File: config.mk
export PLATFORM = sky130hd
export DESIGN_NAME = aux_xact_seq
export DESIGN_NICKNAME = d
export VERILOG_FILES = /design/src/rtl/aux_seq_pkg.sv /design/src/rtl/aux_msg_pack.sv /design/src/rtl/aux_reply_unpack.sv /design/src/rtl/aux_backoff_timer.sv /design/src/rtl/aux_xact_seq.sv
export SDC_FILE = /design/constraint.sdc
export NUM_CORES = 1
export LEC_CHECK = 0
export ABC_CLOCK_PERIOD_IN_PS = 5300
export BUFFER_PORTS_ARGS = -buffer_cell sky130_fd_sc_hd__buf_2
export CAP_MARGIN = 20
export CORE_AREA = 2 2 254 256
export CTS_CLUSTER_SIZE = 10
export DETAILED_ROUTE_END_ITERATION = 8
export DIE_AREA = 0 0 256 258
export SYNTH_ARGS = -nofsm -noshare
export SYNTH_HDL_FRONTEND = slang
export SYNTH_SLANG_ARGS = --single-unit
File: constraint.sdc
create_clock -name clk -period 5.3 [get_ports clk]
set_input_delay 0.265 -clock clk [delete_from_list [all_inputs] [get_ports clk]]
set_output_delay 0.265 -clock clk [all_outputs]
set_load 0.005 [all_outputs]
File: src/rtl/aux_seq_pkg.sv
package aux_seq_pkg;

    typedef enum logic [2:0] {
        ST_IDLE,
        ST_PROBE,
        ST_SEND,
        ST_WAIT,
        ST_CLEAR,
        ST_BACKOFF,
        ST_FINISH
    } seq_state_e;

    typedef enum logic [2:0] {
        RES_OK      = 3'd0,
        RES_BUSY    = 3'd1,
        RES_TIMEOUT = 3'd2,
        RES_RXERR   = 3'd3,
        RES_TOOBIG  = 3'd4
    } res_code_e;

endpackage

File: src/rtl/aux_msg_pack.sv
module aux_msg_pack #(
    parameter  int MSG_BYTES = 20,
    localparam int LEN_W     = $clog2(MSG_BYTES + 1),
    localparam int PAY_BYTES = MSG_BYTES - 4,
    localparam int WORDS     = MSG_BYTES / 4
) (
    input  logic [3:0]             cmd,
    input  logic [19:0]            addr,
    input  logic [LEN_W-1:0]       len,
    input  logic                   is_read,
    input  logic [8*PAY_BYTES-1:0] wdata,
    output logic [32*WORDS-1:0]    words,
    output logic [LEN_W-1:0]       tx_len,
    output logic                   too_big
);
    localparam logic [LEN_W-1:0] PAY_MAX = LEN_W'(PAY_BYTES);
    localparam logic [LEN_W-1:0] RD_MAX  = LEN_W'(MSG_BYTES - 1);
    localparam logic [LEN_W-1:0] HDR_LEN = LEN_W'(4);
    localparam logic [LEN_W-1:0] ADR_LEN = LEN_W'(3);

    logic [7:0] mb [MSG_BYTES];

    // header then payload, byte-addressed
    always_comb begin
        mb[0] = {cmd, addr[19:16]};
        mb[1] = addr[15:8];
        mb[2] = addr[7:0];
        mb[3] = (len != '0) ? 8'(len - LEN_W'(1)) : 8'h00;
        for (int k = 0; k < PAY_BYTES; k++) begin
            mb[4+k] = (!is_read && (LEN_W'(k) < len)) ? wdata[8*k +: 8] : 8'h00;
        end
    end

    // big-endian placement inside each word
    for (genvar w = 0; w < WORDS; w++) begin : g_word
        for (genvar i = 0; i < 4; i++) begin : g_byte
            assign words[32*w + 31 - 8*i -: 8] = mb[4*w + i];
        end
    end

    assign too_big = is_read ? (len > RD_MAX) : (len > PAY_MAX);
    assign tx_len  = (len == '0) ? ADR_LEN : (is_read ? HDR_LEN : len + HDR_LEN);

endmodule

File: src/rtl/aux_reply_unpack.sv
module aux_reply_unpack #(
    parameter  int MSG_BYTES = 20,
    localparam int LEN_W     = $clog2(MSG_BYTES + 1),
    localparam int WORDS     = MSG_BYTES / 4
) (
    input  logic                     is_read,
    input  logic [LEN_W-1:0]         len,
    input  logic [LEN_W-1:0]         rx_len,
    input  logic [32*WORDS-1:0]      rx_words,
    output logic                     len_bad,
    output logic [3:0]               reply,
    output logic [LEN_W-1:0]         count,
    output logic [8*(MSG_BYTES-1)-1:0] rdata
);
    localparam logic [LEN_W-1:0] MSG_MAX = LEN_W'(MSG_BYTES);

    logic [7:0]       rb [MSG_BYTES];
    logic [LEN_W-1:0] want;
    logic [LEN_W-1:0] eff;
    logic             unused_low;

    for (genvar w = 0; w < WORDS; w++) begin : g_word
        for (genvar i = 0; i < 4; i++) begin : g_byte
            assign rb[4*w + i] = rx_words[32*w + 31 - 8*i -: 8];
        end
    end

    assign unused_low = ^rb[0][3:0];

    always_comb begin
        want    = is_read ? len + LEN_W'(1) : LEN_W'(2);
        eff     = (rx_len < want) ? rx_len : want;
        len_bad = (rx_len == '0) || (rx_len > MSG_MAX);
        reply   = rb[0][7:4];
        rdata   = '0;
        count   = len;
        if (is_read) begin
            count = (eff == '0) ? '0 : eff - LEN_W'(1);
            for (int k = 0; k < MSG_BYTES - 1; k++) begin
                if (LEN_W'(k) < count) rdata[8*k +: 8] = rb[k+1];
            end
        end else if (eff >= LEN_W'(2)) begin
            count = (rb[1] > 8'(len)) ? len : rb[1][LEN_W-1:0];
        end
    end

endmodule

File: src/rtl/aux_backoff_timer.sv
module aux_backoff_timer #(
    parameter  int CYC = 45000,
    localparam int CW  = $clog2(CYC + 1)
) (
    input  logic clk,
    input  logic rst_n,
    input  logic run,
    output logic expire
);
    logic [CW-1:0] cnt_q;

    always_ff @(posedge clk or negedge rst_n) begin
        if (!rst_n)   cnt_q <= '0;
        else if (run) cnt_q <= cnt_q + CW'(1);
        else          cnt_q <= '0;
    end

    assign expire = run && (cnt_q == CW'(CYC - 1));

endmodule

File: src/rtl/aux_xact_seq.sv
module aux_xact_seq
    import aux_seq_pkg::*;
#(
    parameter  int MSG_BYTES   = 20,
    parameter  int MAX_TRIES   = 5,
    parameter  int BUSY_PROBES = 3,
    parameter  int BACKOFF_CYC = 45000,
    localparam int LEN_W       = $clog2(MSG_BYTES + 1),
    localparam int WORDS       = MSG_BYTES / 4,
    localparam int PAY_BYTES   = MSG_BYTES - 4
) (
    input  logic                       clk,
    input  logic                       rst_n,
    input  logic                       req_start,
    input  logic                       req_read,
    input  logic [3:0]                 req_cmd,
    input  logic [19:0]                req_addr,
    input  logic [LEN_W-1:0]           req_len,
    input  logic [8*PAY_BYTES-1:0]     req_wdata,
    input  logic                       link_busy,
    output logic                       link_go,
    output logic [32*WORDS-1:0]        link_tx_words,
    output logic [LEN_W-1:0]           link_tx_len,
    input  logic                       link_done,
    input  logic                       link_timeout,
    input  logic                       link_rxerr,
    input  logic [LEN_W-1:0]           link_rx_len,
    input  logic [32*WORDS-1:0]        link_rx_words,
    output logic                       link_clr,
    output logic                       res_valid,
    output logic [2:0]                 res_code,
    output logic [3:0]                 res_reply,
    output logic [LEN_W-1:0]           res_count,
    output logic [8*(MSG_BYTES-1)-1:0] res_rdata
);
    localparam int TRY_W = $clog2(MAX_TRIES + 1);
    localparam int PRB_W = $clog2(BUSY_PROBES + 1);

    seq_state_e state_q, state_d;
    res_code_e  verdict;

    // captured request
    logic                     rd_q;
    logic [3:0]               cmd_q;
    logic [19:0]              addr_q;
    logic [LEN_W-1:0]         len_q;
    logic [8*PAY_BYTES-1:0]   wdata_q;
    // sequencing
    logic [PRB_W-1:0]         probe_q;
    logic [TRY_W-1:0]         tries_q;
    // last completion
    logic                     to_q, rx_q;
    logic [LEN_W-1:0]         rxlen_q;
    logic [32*WORDS-1:0]      rxw_q;
    // result
    res_code_e                code_q;
    logic [3:0]               reply_q;
    logic [LEN_W-1:0]         count_q;
    logic [8*(MSG_BYTES-1)-1:0] rdata_q;

    logic                     too_big;
    logic                     len_bad;
    logic [3:0]               up_reply;
    logic [LEN_W-1:0]         up_count;
    logic [8*(MSG_BYTES-1)-1:0] up_rdata;
    logic                     bo_expire;
    logic                     in_wait;

    aux_msg_pack #(.MSG_BYTES(MSG_BYTES)) u_pack (
        .cmd     (cmd_q),
        .addr    (addr_q),
        .len     (len_q),
        .is_read (rd_q),
        .wdata   (wdata_q),
        .words   (link_tx_words),
        .tx_len  (link_tx_len),
        .too_big (too_big)
    );

    aux_reply_unpack #(.MSG_BYTES(MSG_BYTES)) u_unpack (
        .is_read  (rd_q),
        .len      (len_q),
        .rx_len   (rxlen_q),
        .rx_words (rxw_q),
        .len_bad  (len_bad),
        .reply    (up_reply),
        .count    (up_count),
        .rdata    (up_rdata)
    );

    aux_backoff_timer #(.CYC(BACKOFF_CYC)) u_backoff (
        .clk    (clk),
        .rst_n  (rst_n),
        .run    (state_q == ST_BACKOFF),
        .expire (bo_expire)
    );

    // state register
    always_ff @(posedge clk or negedge rst_n) begin
        if (!rst_n) state_q <= ST_IDLE;
        else        state_q <= state_d;
    end

    // transitions and verdict
    always_comb begin
        state_d = state_q;
        verdict = RES_OK;
        unique case (state_q)
            ST_IDLE: begin
                if (req_start) state_d = ST_PROBE;
            end
            ST_PROBE: begin
                if (!link_busy) begin
                    if (too_big) begin
                        state_d = ST_FINISH;
                        verdict = RES_TOOBIG;
                    end else begin
                        state_d = ST_SEND;
                    end
                end else if (probe_q == PRB_W'(BUSY_PROBES - 1)) begin
                    state_d = ST_FINISH;
                    verdict = RES_BUSY;
                end
            end
            ST_SEND: state_d = ST_WAIT;
            ST_WAIT: begin
                if (link_done) state_d = ST_CLEAR;
            end
            ST_CLEAR: begin
                if (to_q) begin
                    verdict = RES_TIMEOUT;
                    state_d = (tries_q < TRY_W'(MAX_TRIES)) ? ST_SEND : ST_FINISH;
                end else if (rx_q) begin
                    verdict = RES_RXERR;
                    state_d = (tries_q < TRY_W'(MAX_TRIES)) ? ST_BACKOFF : ST_FINISH;
                end else begin
                    verdict = len_bad ? RES_BUSY : RES_OK;
                    state_d = ST_FINISH;
                end
            end
            ST_BACKOFF: begin
                if (bo_expire) state_d = ST_SEND;
            end
            ST_FINISH: state_d = ST_IDLE;
            default:   state_d = ST_IDLE;
        endcase
    end

    // datapath registers
    always_ff @(posedge clk or negedge rst_n) begin
        if (!rst_n) begin
            rd_q    <= 1'b0;
            cmd_q   <= '0;
            addr_q  <= '0;
            len_q   <= '0;
            wdata_q <= '0;
            probe_q <= '0;
            tries_q <= '0;
            to_q    <= 1'b0;
            rx_q    <= 1'b0;
            rxlen_q <= '0;
            rxw_q   <= '0;
            code_q  <= RES_OK;
            reply_q <= '0;
            count_q <= '0;
            rdata_q <= '0;
        end else begin
            if (state_q == ST_IDLE && req_start) begin
                rd_q    <= req_read;
                cmd_q   <= req_cmd;
                addr_q  <= req_addr;
                len_q   <= req_len;
                wdata_q <= req_wdata;
            end
            probe_q <= (state_q == ST_PROBE) ? probe_q + PRB_W'(1) : '0;
            if (state_q == ST_IDLE)      tries_q <= '0;
            else if (state_q == ST_SEND) tries_q <= tries_q + TRY_W'(1);
            if (state_q == ST_WAIT && link_done) begin
                to_q    <= link_timeout;
                rx_q    <= link_rxerr;
                rxlen_q <= link_rx_len;
                rxw_q   <= link_rx_words;
            end
            if (state_d == ST_FINISH && state_q != ST_FINISH) begin
                code_q <= verdict;
                if (verdict == RES_OK) begin
                    reply_q <= up_reply;
                    count_q <= up_count;
                    rdata_q <= up_rdata;
                end else begin
                    reply_q <= '0;
                    count_q <= '0;
                    rdata_q <= '0;
                end
            end
        end
    end

    // outputs
    always_comb begin
        link_go   = (state_q == ST_SEND);
        link_clr  = (state_q == ST_CLEAR);
        in_wait   = (state_q == ST_WAIT);
        res_valid = (state_q == ST_FINISH);
        res_code  = code_q;
        res_reply = reply_q;
        res_count = count_q;
        res_rdata = rdata_q;
    end

endmodule

## Word-level counts from Yosys, hierarchy flattened

Index checks and enable logic that the tools add are counted.

| storage, ports and cells | value |
|---|---|
| register bits after elaboration | 513 |
| latch bits | 0 |
| bits in writable memories | 0 |
| memory bits (read-only) | 0 |
| bits of input ports | 330 |
| output and inout bits | 332 |
| word-level logic and storage cells | 176 |
| memories | 0 |

| operators by class | value |
|---|---|
| add/sub/neg operators | 7 |
| $mul | 0 |
| divide/modulo/power cells | 0 |
| $lt $le $gt $ge | 42 |
| eq/ne operators | 10 |
| shift-type cells | 0 |
| muxes and demuxes | 71 |
| bitwise gates (word level) | 0 |
| reduce and logical (&&, ||, !) cells | 29 |

Operator list:

| kind | count |
|---|---|
| 152-bit two-way mux | 2 |
| 8-bit two-way mux | 36 |
| 4-bit by 5-bit less-than comparator with 1-bit output, first input constant | 16 |
| 5-bit two-way mux | 9 |
| 3-bit by 5-bit less-than comparator with 1-bit output, first input constant | 8 |
| 3-bit two-way mux | 12 |
| 1-bit logical AND | 20 |
| 1-bit by 5-bit less-than comparator with 1-bit output, first input constant | 4 |
| 2-bit by 5-bit less-than comparator with 1-bit output, first input constant | 4 |
| 3-bit one-hot mux with 6 select lines | 1 |
| 16-bit by 1-bit adder with 16-bit output, second input constant | 1 |
| 16-bit == test, second input constant | 1 |
| 16-bit two-way mux | 1 |
| 5-bit > comparator, second input constant | 3 |
| 5-bit logical NOT | 3 |
| 5-bit less-than comparator, first input constant | 3 |
| 3-bit == test, second input constant | 4 |
| 2-bit two-way mux | 5 |
| 8-bit by 5-bit > comparator with 1-bit output | 1 |
| 3-bit by 2-bit == test with 1-bit output, second input constant | 2 |
| 3-bit logical NOT | 2 |
| 3-bit one-hot mux with 2 select lines | 1 |
| 5-bit by 1-bit subtractor with 6-bit output, second input constant | 1 |
| 5-bit by 1-bit adder with 5-bit output, second input constant | 1 |
| other kinds (16) | 18 |

## Depth between registers and ports, before layout

Gate-level depths: netlist (run 1).

| depth | value |
|---|---|
| depth in word-level cells | 10 |
| mapped depth | 18 |

## By module

A second synthesis (run 1) with hierarchy kept.

| second synthesis, totals | value |
|---|---|
| cell total of the unflattened synthesis | 2,111 |
| area total of the unflattened synthesis | 24,304.6 um^2 |

By module, submodules not included:

| module | times used | cells an instance | area an instance (um^2) | seq. area each (um^2) |
|---|---|---|---|---|
| aux_xact_seq | 1 | 1,477 | 19,867.8 | 12,436.9 |
| aux_reply_unpack | 1 | 313 | 2,122.0 | 0.0 |
| aux_msg_pack | 1 | 237 | 1,495.2 | 0.0 |
| aux_backoff_timer | 1 | 84 | 819.5 | 400.4 |

## Worst setup path after synthesis (run 1)

No wires, ideal clock.

| timing | value |
|---|---|
| path kind | register to register |
| start point | register len_q[0] |
| end point | register rdata_q[70] (netlist: res_rdata[70]) |
| arrival | 3.866 ns |
| data required time | 5.174 ns |
| slack | 1.308 ns |
| cell stages (with the launch flop) | 18 |
| cell sequence | dfrtp_1 > ha_1 > a21bo_2 > a21oi_1 > inv_1 > ha_1 > a21oi_1 > o211ai_1 > a2bb2oi_2 > inv_1 > clkbuf_1 > ha_1 > inv_1 > a2111o_1 > nand3_1 > a211oi_4 > buf_2 > a221o_1 |

| between the ends | value |
|---|---|
| word-level cells in the longest chain between the ends | 10 |
| elaborated cells between the ends (all ways) | 23 |

Ends and longest elaborated chain:

| what | RTL line | RTL |
|---|---|---|
| start: declaration | aux_xact_seq.sv:46 | `logic [LEN_W-1:0] len_q;` |
| start signal: assignment | aux_xact_seq.sv:172 | `len_q <= req_len;` |
| 5-bit by 1-bit adder with 5-bit output | aux_reply_unpack.sv:31 | `want = is_read ? len + LEN_W'(1) : LEN_W'(2);` |
| 5-bit two-way mux | aux_reply_unpack.sv:31 |  |
| 5-bit less-than comparator | aux_reply_unpack.sv:32 | `eff = (rx_len < want) ? rx_len : want;` |
| 5-bit two-way mux | aux_reply_unpack.sv:32 |  |
| 5-bit by 1-bit subtractor with 5-bit output / 5-bit logical NOT (equally long branches) | aux_reply_unpack.sv:38 | `count = (eff == '0) ? '0 : eff - LEN_W'(1);` |
| 5-bit two-way mux | aux_reply_unpack.sv:38 |  |
| 4-bit by 5-bit less-than comparator with 1-bit output | aux_reply_unpack.sv:40 | `if (LEN_W'(k) < count) rdata[8*k +: 8] = rb[k+1];` |
| 8-bit two-way mux | aux_reply_unpack.sv:40 |  |
| 152-bit two-way mux | aux_reply_unpack.sv:37 | `if (is_read) begin` |
| 152-bit two-way mux | aux_xact_seq.sv:186 | `if (verdict == RES_OK) begin` |
| end signal: assignment | aux_xact_seq.sv:189 | `rdata_q <= up_rdata;` |
| end: declaration | aux_xact_seq.sv:59 | `logic [8*(MSG_BYTES-1)-1:0] rdata_q;` |

Parallel ways exist; a longest one is shown, timed or not.
A chain may end at the register's enable or synchronous reset.

## Final worst setup path (run 1)

Same ends and word-level chain as after synthesis.

==> results of run 1 <==
## sequential cells by signal, summed over array words and instances (netlist names), 2 cells and up
name / count
probe_q: 2
state_q: 3
res_count: 5
res_code: 3
cmd_q: 4
res_rdata: 152
rxw_q: 156
u_backoff.cnt_q: 16
len_q: 5
addr_q: 20
tries_q: 3
res_reply: 4
rxlen_q: 5
wdata_q: 128
## stage by stage
stage	area [µm²]	setup WS, ns	std cells	utilization	hold WS, ns
after floorplan	21220	1.308	1892	-	-0.03059
after global placement	25480	0.6658	3336	0.4003	0.2308
after detailed placement	25480	0.5314	3336	0.4003	0.2312
after CTS	30440	0.5027	3739	0.4782	0.01697
after global routing	30460	0.1936	3747	0.4786	0.02612
final	30470	0.4313	3748	0.4786	0.03309
## layout make-up
cell class,count,area (µm²)
Fill cell,5763,33180
Tap cell,855,1070
Clock inverter,8,132.6
Antenna cell,8,20.02
Timing Repair Buffer,1006,6784
Inverter,29,108.9
Sequential cell,509,12740
Clock buffer,74,1614
Multi-Input combinational cell,1259,7999
## worst min-delay path by stage
stage	to	slack (ns)	cells after the start	start
5_1_grt	rxlen_q[2]$_DFFE_PN0P_	0.03	3	link_rx_len[2]
3_3_place_gp	res_rdata[32]$_DFFE_PN0P_	0.23	1	rst_n
4_1_cts	rxlen_q[2]$_DFFE_PN0P_	0.02	3	link_rx_len[2]
2_1_floorplan	addr_q[0]$_DFFE_PN0P_	-0.03	0	rst_n
3_5_place_dp	res_rdata[32]$_DFFE_PN0P_	0.23	1	rst_n
6_report	rxlen_q[2]$_DFFE_PN0P_	0.03	3	link_rx_len[2]
## layer usage
layer / vias to the layer above / track usage / wire length [µm]
li1: 8386 / - / -
met1: 9044 / 0.2575 / 28860
met2: 709 / 0.3653 / 35640
met3: 128 / 0.04868 / 4667
met4: 6 / 0.08073 / 2408
met5: - / 0 / 38
## Yosys cell counts (all sizes together), types with 4 or more instances
| master | number | area share |
|---|---|---|
| a32o | 16 | 0.0075 |
| mux2 | 164 | 0.087 |
| dfrtp | 509 | 0.60 |
| nand4 | 6 | 0.0025 |
| xnor2 | 5 | 0.0021 |
| or2 | 4 | 0.0012 |
| nor3b | 4 | 0.0017 |
| o21ai | 50 | 0.012 |
| or3 | 5 | 0.0015 |
| xor2 | 9 | 0.0037 |
| nand2 | 515 | 0.091 |
| nor3 | 9 | 0.0031 |
| a22o | 120 | 0.050 |
| ha | 18 | 0.011 |
| a211oi | 6 | 0.0034 |
| nand2b | 4 | 0.0012 |
| a221o | 8 | 0.0038 |
| nand3 | 17 | 0.0040 |
| and2 | 121 | 0.036 |
| nor4 | 5 | 0.0025 |
| and3 | 23 | 0.0068 |
| nor2 | 54 | 0.0097 |
| buf | 28 | 0.0069 |
| o31ai | 8 | 0.0028 |
| mux2i | 10 | 0.0051 |
| a21oi | 32 | 0.0084 |
| clkbuf | 67 | 0.012 |
| inv | 29 | 0.0051 |
## worst register-to-register path, delay by kind of cell, from the launching register on
family / cells / cell delay (ns)
simple gates: 1 / 0.32
fa+ha+maj: 3 / 1.03
compound gates: 8 / 2.62
flops: 1 / 0.39
buf+inv: 3 / 0.45
## cell families after synthesis
family	synth area share
xor+xnor	0.005779
buf+inv	0.02388
fa+ha+maj	0.01061
compound gates	0.1006
mux	0.09210
flops	0.6003
simple gates	0.1668
## power groups by stage
stage	combinational (W)	sequential (W)	clock, W
after floorplan	0.00415	0.00628	0
after global placement	0.00680	0.00642	0
after detailed placement	0.00695	0.00650	0
after CTS	0.00718	0.00645	0.00387
after global routing	0.00788	0.00667	0.00403
final	0.00717	0.00648	0.00377
## timing repair
| item | CTS | global route |
|---|---|---|
| hold buffers | 321 | 0 |
| hold endpoints to repair | 374 | 0 |
| buffers inserted | 0 | 0 |
==> summary.md, run 1 <==
| Metric | Value |
|---|---|
| Max_cap viols | `0` |
| Period minus WS final | `4.869 ns` |
| Clk buf depth | `3` |
| Peak Freq | `0.2054 GHz` |
| Die Y | `258 µm` |
| Ys flop type | `dfrtp_1` |
| CTS Buf Count | `60` |
| Worst-margin pin slew | `1.058 ns` |
| Die width | `256 µm` |
| FF-to-FF setup slack | `0.43 ns` |
| R2R depth | `15` |
| H-tree Lvls | `2` |
| Clock network fraction of design power | `0.216` |
| Post-DP HPWL | `49590 µm` |
| Initial Util | `0.3334` |
| Commonest non-fill, non-tap cell in the layout | `buf_2` |
| Clk sinks | `509` |
| GRT Overall Usage | `0.2115` |
| PortBufs | `657` |
| Final GP Congestion | `0.9093` |
| Pwr Total | `0.01742 W` |
| CTS tree | `done` |
| Antenna violations before repair | `10` |
| Min-delay worst type | `in -> reg` |
| Critical R2R Capture | `res_rdata[70]$_DFFE_PN0P_` |
| Crit-path slowest cell | `a211oi_4` |
| PD cells | `571.7 nW/µm²` |
| Worst-path cell chain | `ha_1, a21bo_2, a21oi_1, inv_1, ha_1, a21oi_1, o211ai_1, a2bb2oi_2, inv_1, ha_1, inv_1, a2111o_1, nand3_1, a211oi_4, a221o_1` |
| Reg power frac | `0.372` |
| RSZ-0062 raised after global routing | `false` |
| Global-route wire length before repair | `111000 µm` |
| Worst Setup EP | `res_rdata[70]$_DFFE_PN0P_` |
| Vias | `18273` |
| Buf/Inv on CP | `3` |
| Setup violators final | `0` |
| Share of cells above drive strength 1 | `0.3321` |
| Clock Latency Late Sink | `0.63 ns` |
| Int Pwr | `0.01081 W` |
| Skew final | `0.01804 ns` |
| Levels on crit path | `15` |
| Max Fanout on Critical Path | `16` |
| Crit Reg-Reg Startpoint | `len_q[0]$_DFFE_PN0P_` |
| Final count of pins violating max slew | `0` |
| Synth async-reset ratio | `1.000` |
| Worst EP arrival | `5.42 ns` |
| Synth Net Count | `2240` |
| Commonest cells after routing, fill and taps aside | `buf_2 (656), nand2_1 (514), dfrtp_1 (509), dlygate4sd3_1 (321), mux2_2 (164)` |
| Post-synth EDFFs | `0` |
| Root buf cell | `clkbuf_16` |
| Post-synthesis sequential area ratio | `0.6003` |
| Maximum VDD drop | `0.4897 mV` |
| CP top delay family | `compound AO/OA/AOI/OAI gates` |
| Die ar. | `66050 µm²` |
| GRT overflow | `0` |
| Final wirelength | `71620 µm` |
| Setup TNS | `0 ns` |
| Initial DRC count | `1269` |
| Critical path endpoint category | `flip-flop` |
| Slew Limit Headroom | `0.2950` |
| Power share of the combinational group | `0.412` |
| Vias/cell | `4.875` |
| Fin crit share | `0.9186` |
| Worst stage delay on the critical path | `0.84 ns` |
| Largest net degree at the start of global routing | `171` |
| Startpoint Class | `flip-flop` |
| Reg clk slew, reported paths | `0.06 ns` |
| Avg WL per Cell | `19.11 µm` |
| P&R area growth vs syn | `43.58%` |
| Syn Area/Cell | `11.22 µm²` |
| Number of antenna-violating nets in the routed design | `0` |
| Crit path launch | `len_q[0]$_DFFE_PN0P_` |
| Crit path required time | `5.85 ns` |
| Warnings from Yosys | `0` |
| Row count | `93` |
| Final hold vios | `0` |
| CP Class | `reg -> reg` |
| Top-Level Pins | `662` |
| DR DRC count | `0` |
| Synth Cell Area | `21220 µm²` |
| Final nets | `3213` |
| Post-synthesis cell count | `1892` |
| Flops & latches, synth | `509` |
| Switching power | `0.006605 W` |
| Outcome | `completed` |
| Switching Share | `0.3792` |
| Post-cts resize count | `0` |
| Vias in the first global route | `19411` |
| Total core area | `63650 µm²` |
| Synth unique cells | `71` |
| LEAKAGE | `15.53 nW` |
| Pre-antenna DRT Iters | `7` |
Power figures use the tool's default switching activity.
==> run 2, diff against run 1 <==
- ABC_CLOCK_PERIOD_IN_PS: 5300 -> 6000
- CORE_AREA: 2 2 254 256 -> 2 2 260 262
- DIE_AREA: 0 0 256 258 -> 0 0 262 264
- clock period: 5.3 -> 6 ns (I/O delays scaled with it)
==> summary.md, run 2 (same netlist as run 1, synthesis figures left out) <==
| Metric | Value |
|---|---|
| Outcome | `completed` |
| Vias | `18212` |
| Total core area | `66560 µm²` |
| Crit path required time | `6.56 ns` |
| Commonest non-fill, non-tap cell in the layout | `buf_2` |
| Final count of pins violating max slew | `0` |
| Final GP Congestion | `0.8860` |
| CTS tree | `done` |
| GRT overflow | `0` |
| Global-route wire length before repair | `108800 µm` |
| Max reg flops | `156` |
| FF-to-FF setup slack | `0.78 ns` |
| Seq. cell area | `12740 µm²` |
| DR WL met3 | `4855 µm` |
| PortBufs | `657` |
| Switching Share | `0.3807` |
| Worst Setup EP | `res_rdata[65]$_DFFE_PN0P_` |
| Max Fanout on Critical Path | `16` |
| Startpoint Class | `flip-flop` |
| Skew final | `0.01810 ns` |
| Reg power frac | `0.378` |
| Row count | `95` |
| Worst stage delay on the critical path | `0.88 ns` |
| Period minus WS final | `5.220 ns` |
| P&R area growth vs syn | `43.06%` |
| PD cells | `503.4 nW/µm²` |
| Clk buf depth | `3` |
| RSZ-0062 raised after global routing | `false` |
| Clock Latency Late Sink | `0.64 ns` |
| Most common cell on crit path | `ha_1` |
| Worst-path cell chain | `ha_1, nand3b_1, a21oi_1, inv_1, ha_1, a21oi_1, o211ai_1, a2bb2oi_2, inv_1, ha_1, o2111ai_1, nand2_1, a211oi_4, a221o_1` |
| Number of antenna-violating nets in the routed design | `0` |
| Avg WL per Cell | `19.03 µm` |
| Critical path endpoint category | `flip-flop` |
| M1 WL | `28210 µm` |
| Slew Limit Headroom | `0.2569` |
| Crit-path slowest cell | `a211oi_4` |
| Switching power | `0.005818 W` |
| Fin crit share | `0.8700` |
| Commonest cells after routing, fill and taps aside | `buf_2 (656), nand2_1 (514), dfrtp_1 (509), dlygate4sd3_1 (322), mux2_2 (164)` |
| Vias/cell | `4.850` |
| Crit Reg-Reg Startpoint | `len_q[0]$_DFFE_PN0P_` |
| Clock network fraction of design power | `0.214` |
| Critical R2R Capture | `res_rdata[65]$_DFFE_PN0P_` |
| DR DRC count | `0` |
| Maximum VDD drop | `0.2935 mV` |
| Worst-margin pin slew | `1.115 ns` |
| Worst EP arrival | `5.78 ns` |
| Vias in the first global route | `19021` |
| Pre-antenna DRT Iters | `5` |
| Hold_buf cts | `321` |
| Initial Util | `0.3188` |
| Initial DRC count | `1446` |
| Top-Level Pins | `662` |
| Top reg by flops | `rxw_q` |
| GRT Overall Usage | `0.2009` |
| Power share of the combinational group | `0.408` |
| Root buf cell | `clkbuf_16` |
| Largest net degree at the start of global routing | `165` |
| Clk sinks | `509` |
| Post-CTS setup buffers | `0` |
| Post-cts resize count | `0` |
| Peak Freq | `0.1916 GHz` |
| Placed cell area | `25420 µm²` |
| Finished Cell Area | `30360 µm²` |
| Max_cap viols | `0` |
| CTS Buf Count | `59` |
| Die ar. | `69170 µm²` |
| H-tree Lvls | `2` |
| Met2 routed WL | `35220 µm` |
| Final hold vios | `0` |
| R2R depth | `14` |
| Die Y | `264 µm` |
| # fillers | `6063` |
| Int Pwr | `0.009463 W` |
| Reg clk slew, reported paths | `0.06 ns` |
| CP Class | `reg -> reg` |
| Final nets | `3201` |
| Setup TNS | `0 ns` |
| Post-DP HPWL | `48980 µm` |
| Share of cells above drive strength 1 | `0.3275` |
| Die width | `262 µm` |
| Uppermost routed layer | `met5` |
| Crit path launch | `len_q[0]$_DFFE_PN0P_` |
| Antenna violations before repair | `12` |
| Setup violators final | `0` |
| Min-delay worst type | `in -> reg` |
| LEAKAGE | `15.45 nW` |
| Multi-input logic area | `7999 µm²` |
| Final wirelength | `71450 µm` |
==> run 2: changes by cell type in the layout (fill, tap and decap cells not counted), sizes merged <==
cell,before,now
clkbuf,75,74
dlygate4sd3,321,322
clkinv,6,5
clkinvlp,1,0
inv,29,30
diode,8,9
buf,684,673
==> run 2: layout make-up <==
class,instances,share of cell area
Multi-Input combinational cell,1259,0.2635
Sequential cell,509,0.4196
Tap cell,873,0.03598
Clock buffer,74,0.05148
Clock inverter,7,0.004122
Timing Repair Buffer,995,0.2210
Inverter,29,0.003586
Antenna cell,9,0.0007419
==> run 2: worst min-delay path by stage <==
stage	depth (start not counted)	to	start	slack, ns
6_report	4	state_q[1]$_DFF_PN0_	link_done	0.12
5_1_grt	4	state_q[1]$_DFF_PN0_	link_done	0.16
4_1_cts	2	wdata_q[80]$_DFFE_PN0P_	req_wdata[80]	0.02
3_5_place_dp	1	res_rdata[77]$_DFFE_PN0P_	rst_n	0.40
3_3_place_gp	1	res_rdata[77]$_DFFE_PN0P_	rst_n	0.40
2_1_floorplan	0	addr_q[0]$_DFFE_PN0P_	rst_n	0.004
==> run 2: layer usage <==
| layer | global-route usage | up-vias |
|---|---|---|
| li1 | - | 8355 |
| met1 | 0.2391 | 8983 |
| met4 | 0.08902 | 4 |
| met2 | 0.3438 | 708 |
| met5 | 0 | - |
| met3 | 0.04682 | 162 |
==> run 2: stage by stage <==
step	hold WS (ns)	setup slack [ns]	utilization	std cells	power [W]
floorplan	0.004409	2.008	-	1892	0.009212
global placement	0.4043	1.115	0.3817	3342	0.01163
detailed placement	0.4048	0.9358	0.3819	3343	0.01185
CTS	0.02012	0.8788	0.4555	3745	0.01539
global route	0.1566	0.4386	0.4560	3754	0.01632
finish	0.1210	0.7803	0.4560	3755	0.01528
==> run 2: worst max-delay path, delay by kind of cell, from the launching register on <==
family	cells	cell delay, ns
AOI/OAI and AO/OA	7	2.55
adders and majority gates	3	1.07
DFF	1	0.66
and+or+nand+nor	2	0.49
buffers and inverters	2	0.36
==> run 2: power groups by stage <==
stage / Combinational [W] / Sequential (W) / Clock, W
after floorplan: 0.00367 / 0.00555 / 0
after global placement: 0.00591 / 0.00572 / 0
after detailed placement: 0.00605 / 0.00580 / 0
after CTS: 0.00627 / 0.00575 / 0.00337
after global routing: 0.00685 / 0.00595 / 0.00352
final: 0.00623 / 0.00577 / 0.00328
==> run 3, diff against run 2 <==
- BUFFER_PORTS_ARGS: -buffer_cell sky130_fd_sc_hd__buf_2 -> -buffer_cell sky130_fd_sc_hd__buf_4
==> summary.md, run 3 (same netlist as run 1, synthesis figures left out) <==
| Metric | Value |
|---|---|
| Initial Util | `0.3188` |
| Vias in the first global route | `19376` |
| CP Class | `reg -> reg` |
| RSZ-0062 raised after global routing | `false` |
| Max_cap viols | `0` |
| Skew final | `0.01457 ns` |
| Final count of pins violating max slew | `0` |
| Clk buf depth | `3` |
| Crit path launch | `len_q[0]$_DFFE_PN0P_` |
| PortBufs | `657` |
| Post-cts resize count | `0` |
| Row count | `95` |
| Fin crit share | `0.8919` |
| Crit-path slowest cell | `a211oi_4` |
| Placed cell area | `27070 µm²` |
| Peak Freq | `0.1869 GHz` |
| Antenna violations before repair | `13` |
| Crit path required time | `6.55 ns` |
| LEAKAGE | `15.80 nW` |
| Pre-antenna DRT Iters | `6` |
| Setup TNS | `0 ns` |
| Maximum VDD drop | `0.3025 mV` |
| Die width | `262 µm` |
| Largest net degree at the start of global routing | `179` |
| DR DRC count | `0` |
| Min-delay worst type | `in -> reg` |
| Final GP Congestion | `0.8853` |
| Post-DP HPWL | `50680 µm` |
| Die Y | `264 µm` |
| Final hold vios | `0` |
| Vias/cell | `4.843` |
| Final nets | `3204` |
| Buf/Inv on CP | `3` |
| Worst stage delay on the critical path | `0.91 ns` |
| H-tree Lvls | `2` |
| CP top delay family | `compound AO/OA/AOI/OAI gates` |
| Reg clk slew, reported paths | `0.06 ns` |
| HP Start | `link_done` |
| Post-CTS setup buffers | `0` |
| Worst-margin pin slew | `1.111 ns` |
| Max reg flops | `156` |
| Total core area | `66560 µm²` |
| Clock Latency Late Sink | `0.62 ns` |
| Max Fanout on Critical Path | `16` |
| Root buf cell | `clkbuf_16` |
| Seq. cell area | `12740 µm²` |
| Commonest cells after routing, fill and taps aside | `buf_4 (669), nand2_1 (514), dfrtp_1 (509), dlygate4sd3_1 (322), mux2_2 (164)` |
| Global-route wire length before repair | `111600 µm` |
| Crit Reg-Reg Startpoint | `len_q[0]$_DFFE_PN0P_` |
| Top reg by flops | `rxw_q` |
| Startpoint Class | `flip-flop` |
| CTS tree | `done` |
| Worst EP arrival | `5.90 ns` |
| Setup violators final | `0` |
| Slew Limit Headroom | `0.2591` |
| Die ar. | `69170 µm²` |
| Outcome | `completed` |
| Vias | `18216` |
| PD cells | `497.5 nW/µm²` |
| Clk sinks | `509` |
| Critical path endpoint category | `flip-flop` |
| Multi-input logic area | `7999 µm²` |
| GRT overflow | `0` |
| Top-Level Pins | `662` |
| Fin cells | `3761` |
| Finished Cell Area | `32040 µm²` |
| Final hold slack | `0.1478 ns` |
| # fillers | `5965` |
| Cells after DPL | `3345` |
| CTS Buf Count | `60` |
| Number of antenna-violating nets in the routed design | `0` |
| Layout Utilization | `0.4813` |
| Period minus WS final | `5.352 ns` |
| Hold_buf cts | `322` |
| Initial DRC count | `1366` |
| GRT Overall Usage | `0.2061` |
| Commonest non-fill, non-tap cell in the layout | `buf_4` |
| Share of cells above drive strength 1 | `0.3293` |
| Avg WL per Cell | `19.35 µm` |
| P&R area growth vs syn | `50.99%` |
| Final wirelength | `72780 µm` |
| Worst-path cell chain | `ha_1, nand3b_1, a21oi_1, inv_1, ha_1, a21oi_1, o211ai_1, a2bb2oi_2, inv_1, ha_1, inv_1, a2111o_1, nand3_1, a211oi_4, a221o_1` |
==> run 3: cell type report <==
| class | count | area share |
|---|---|---|
| Sequential cell | 509 | 0.3976 |
| Timing Repair Buffer | 997 | 0.2610 |
| Multi-Input combinational cell | 1259 | 0.2497 |
| Clock buffer | 74 | 0.05007 |
| Tap cell | 873 | 0.03409 |
| Inverter | 29 | 0.003398 |
| Clock inverter | 8 | 0.003320 |
| Antenna cell | 12 | 0.0009373 |
==> run 3: layer usage <==
metal | up-vias | global-route usage | share of wire
met4 | 2 | 0.07299 | 0.036
met3 | 170 | 0.05124 | 0.072
met2 | 678 | 0.3621 | 0.50
met5 | - | 0 | 0.00015
li1 | 8389 | - | -
met1 | 8977 | 0.2425 | 0.39
==> run 3: path summary, 6_finish.rpt <==
kind                                                  end  slack (ns)  cells past startpoint
worst max register to register  res_rdata[71]$_DFFE_PN0P_        0.65                     15
worst max-delay path            res_rdata[71]$_DFFE_PN0P_        0.65                     15
worst min register to register       probe_q[0]$_DFF_PN0_        0.42                      1
max in group asynchronous        wdata_q[124]$_DFFE_PN0P_        4.20                      4
worst min-delay path                 state_q[1]$_DFF_PN0_        0.15                      4
min in group asynchronous       res_rdata[76]$_DFFE_PN0P_        0.27                      2
==> run 3: where the power goes <==
group	leakage (nW)	switching (W)	total, W	internal [W]
registers	6.51	0.000898	0.00578	0.00488
logic	8.45	0.00360	0.00689	0.00329
clock network	0.837	0.00138	0.00328	0.00189
==> run 3: tightest hold or removal path, delay by kind of cell <==
family / cells / cell delay (ns)
AO/OA/AOI/OAI: 1 / 0.14
buffers and inverters: 1 / 0.11
AND/OR/NAND/NOR: 2 / 0.16
==> run 3: metrics by stage <==
stage               power [W]  worst slack, ns
floorplan            0.009212            2.008
global placement      0.01227            1.105
detailed placement    0.01249           0.9182
CTS                   0.01605           0.8876
global route          0.01699           0.4173
finish                0.01594           0.6484
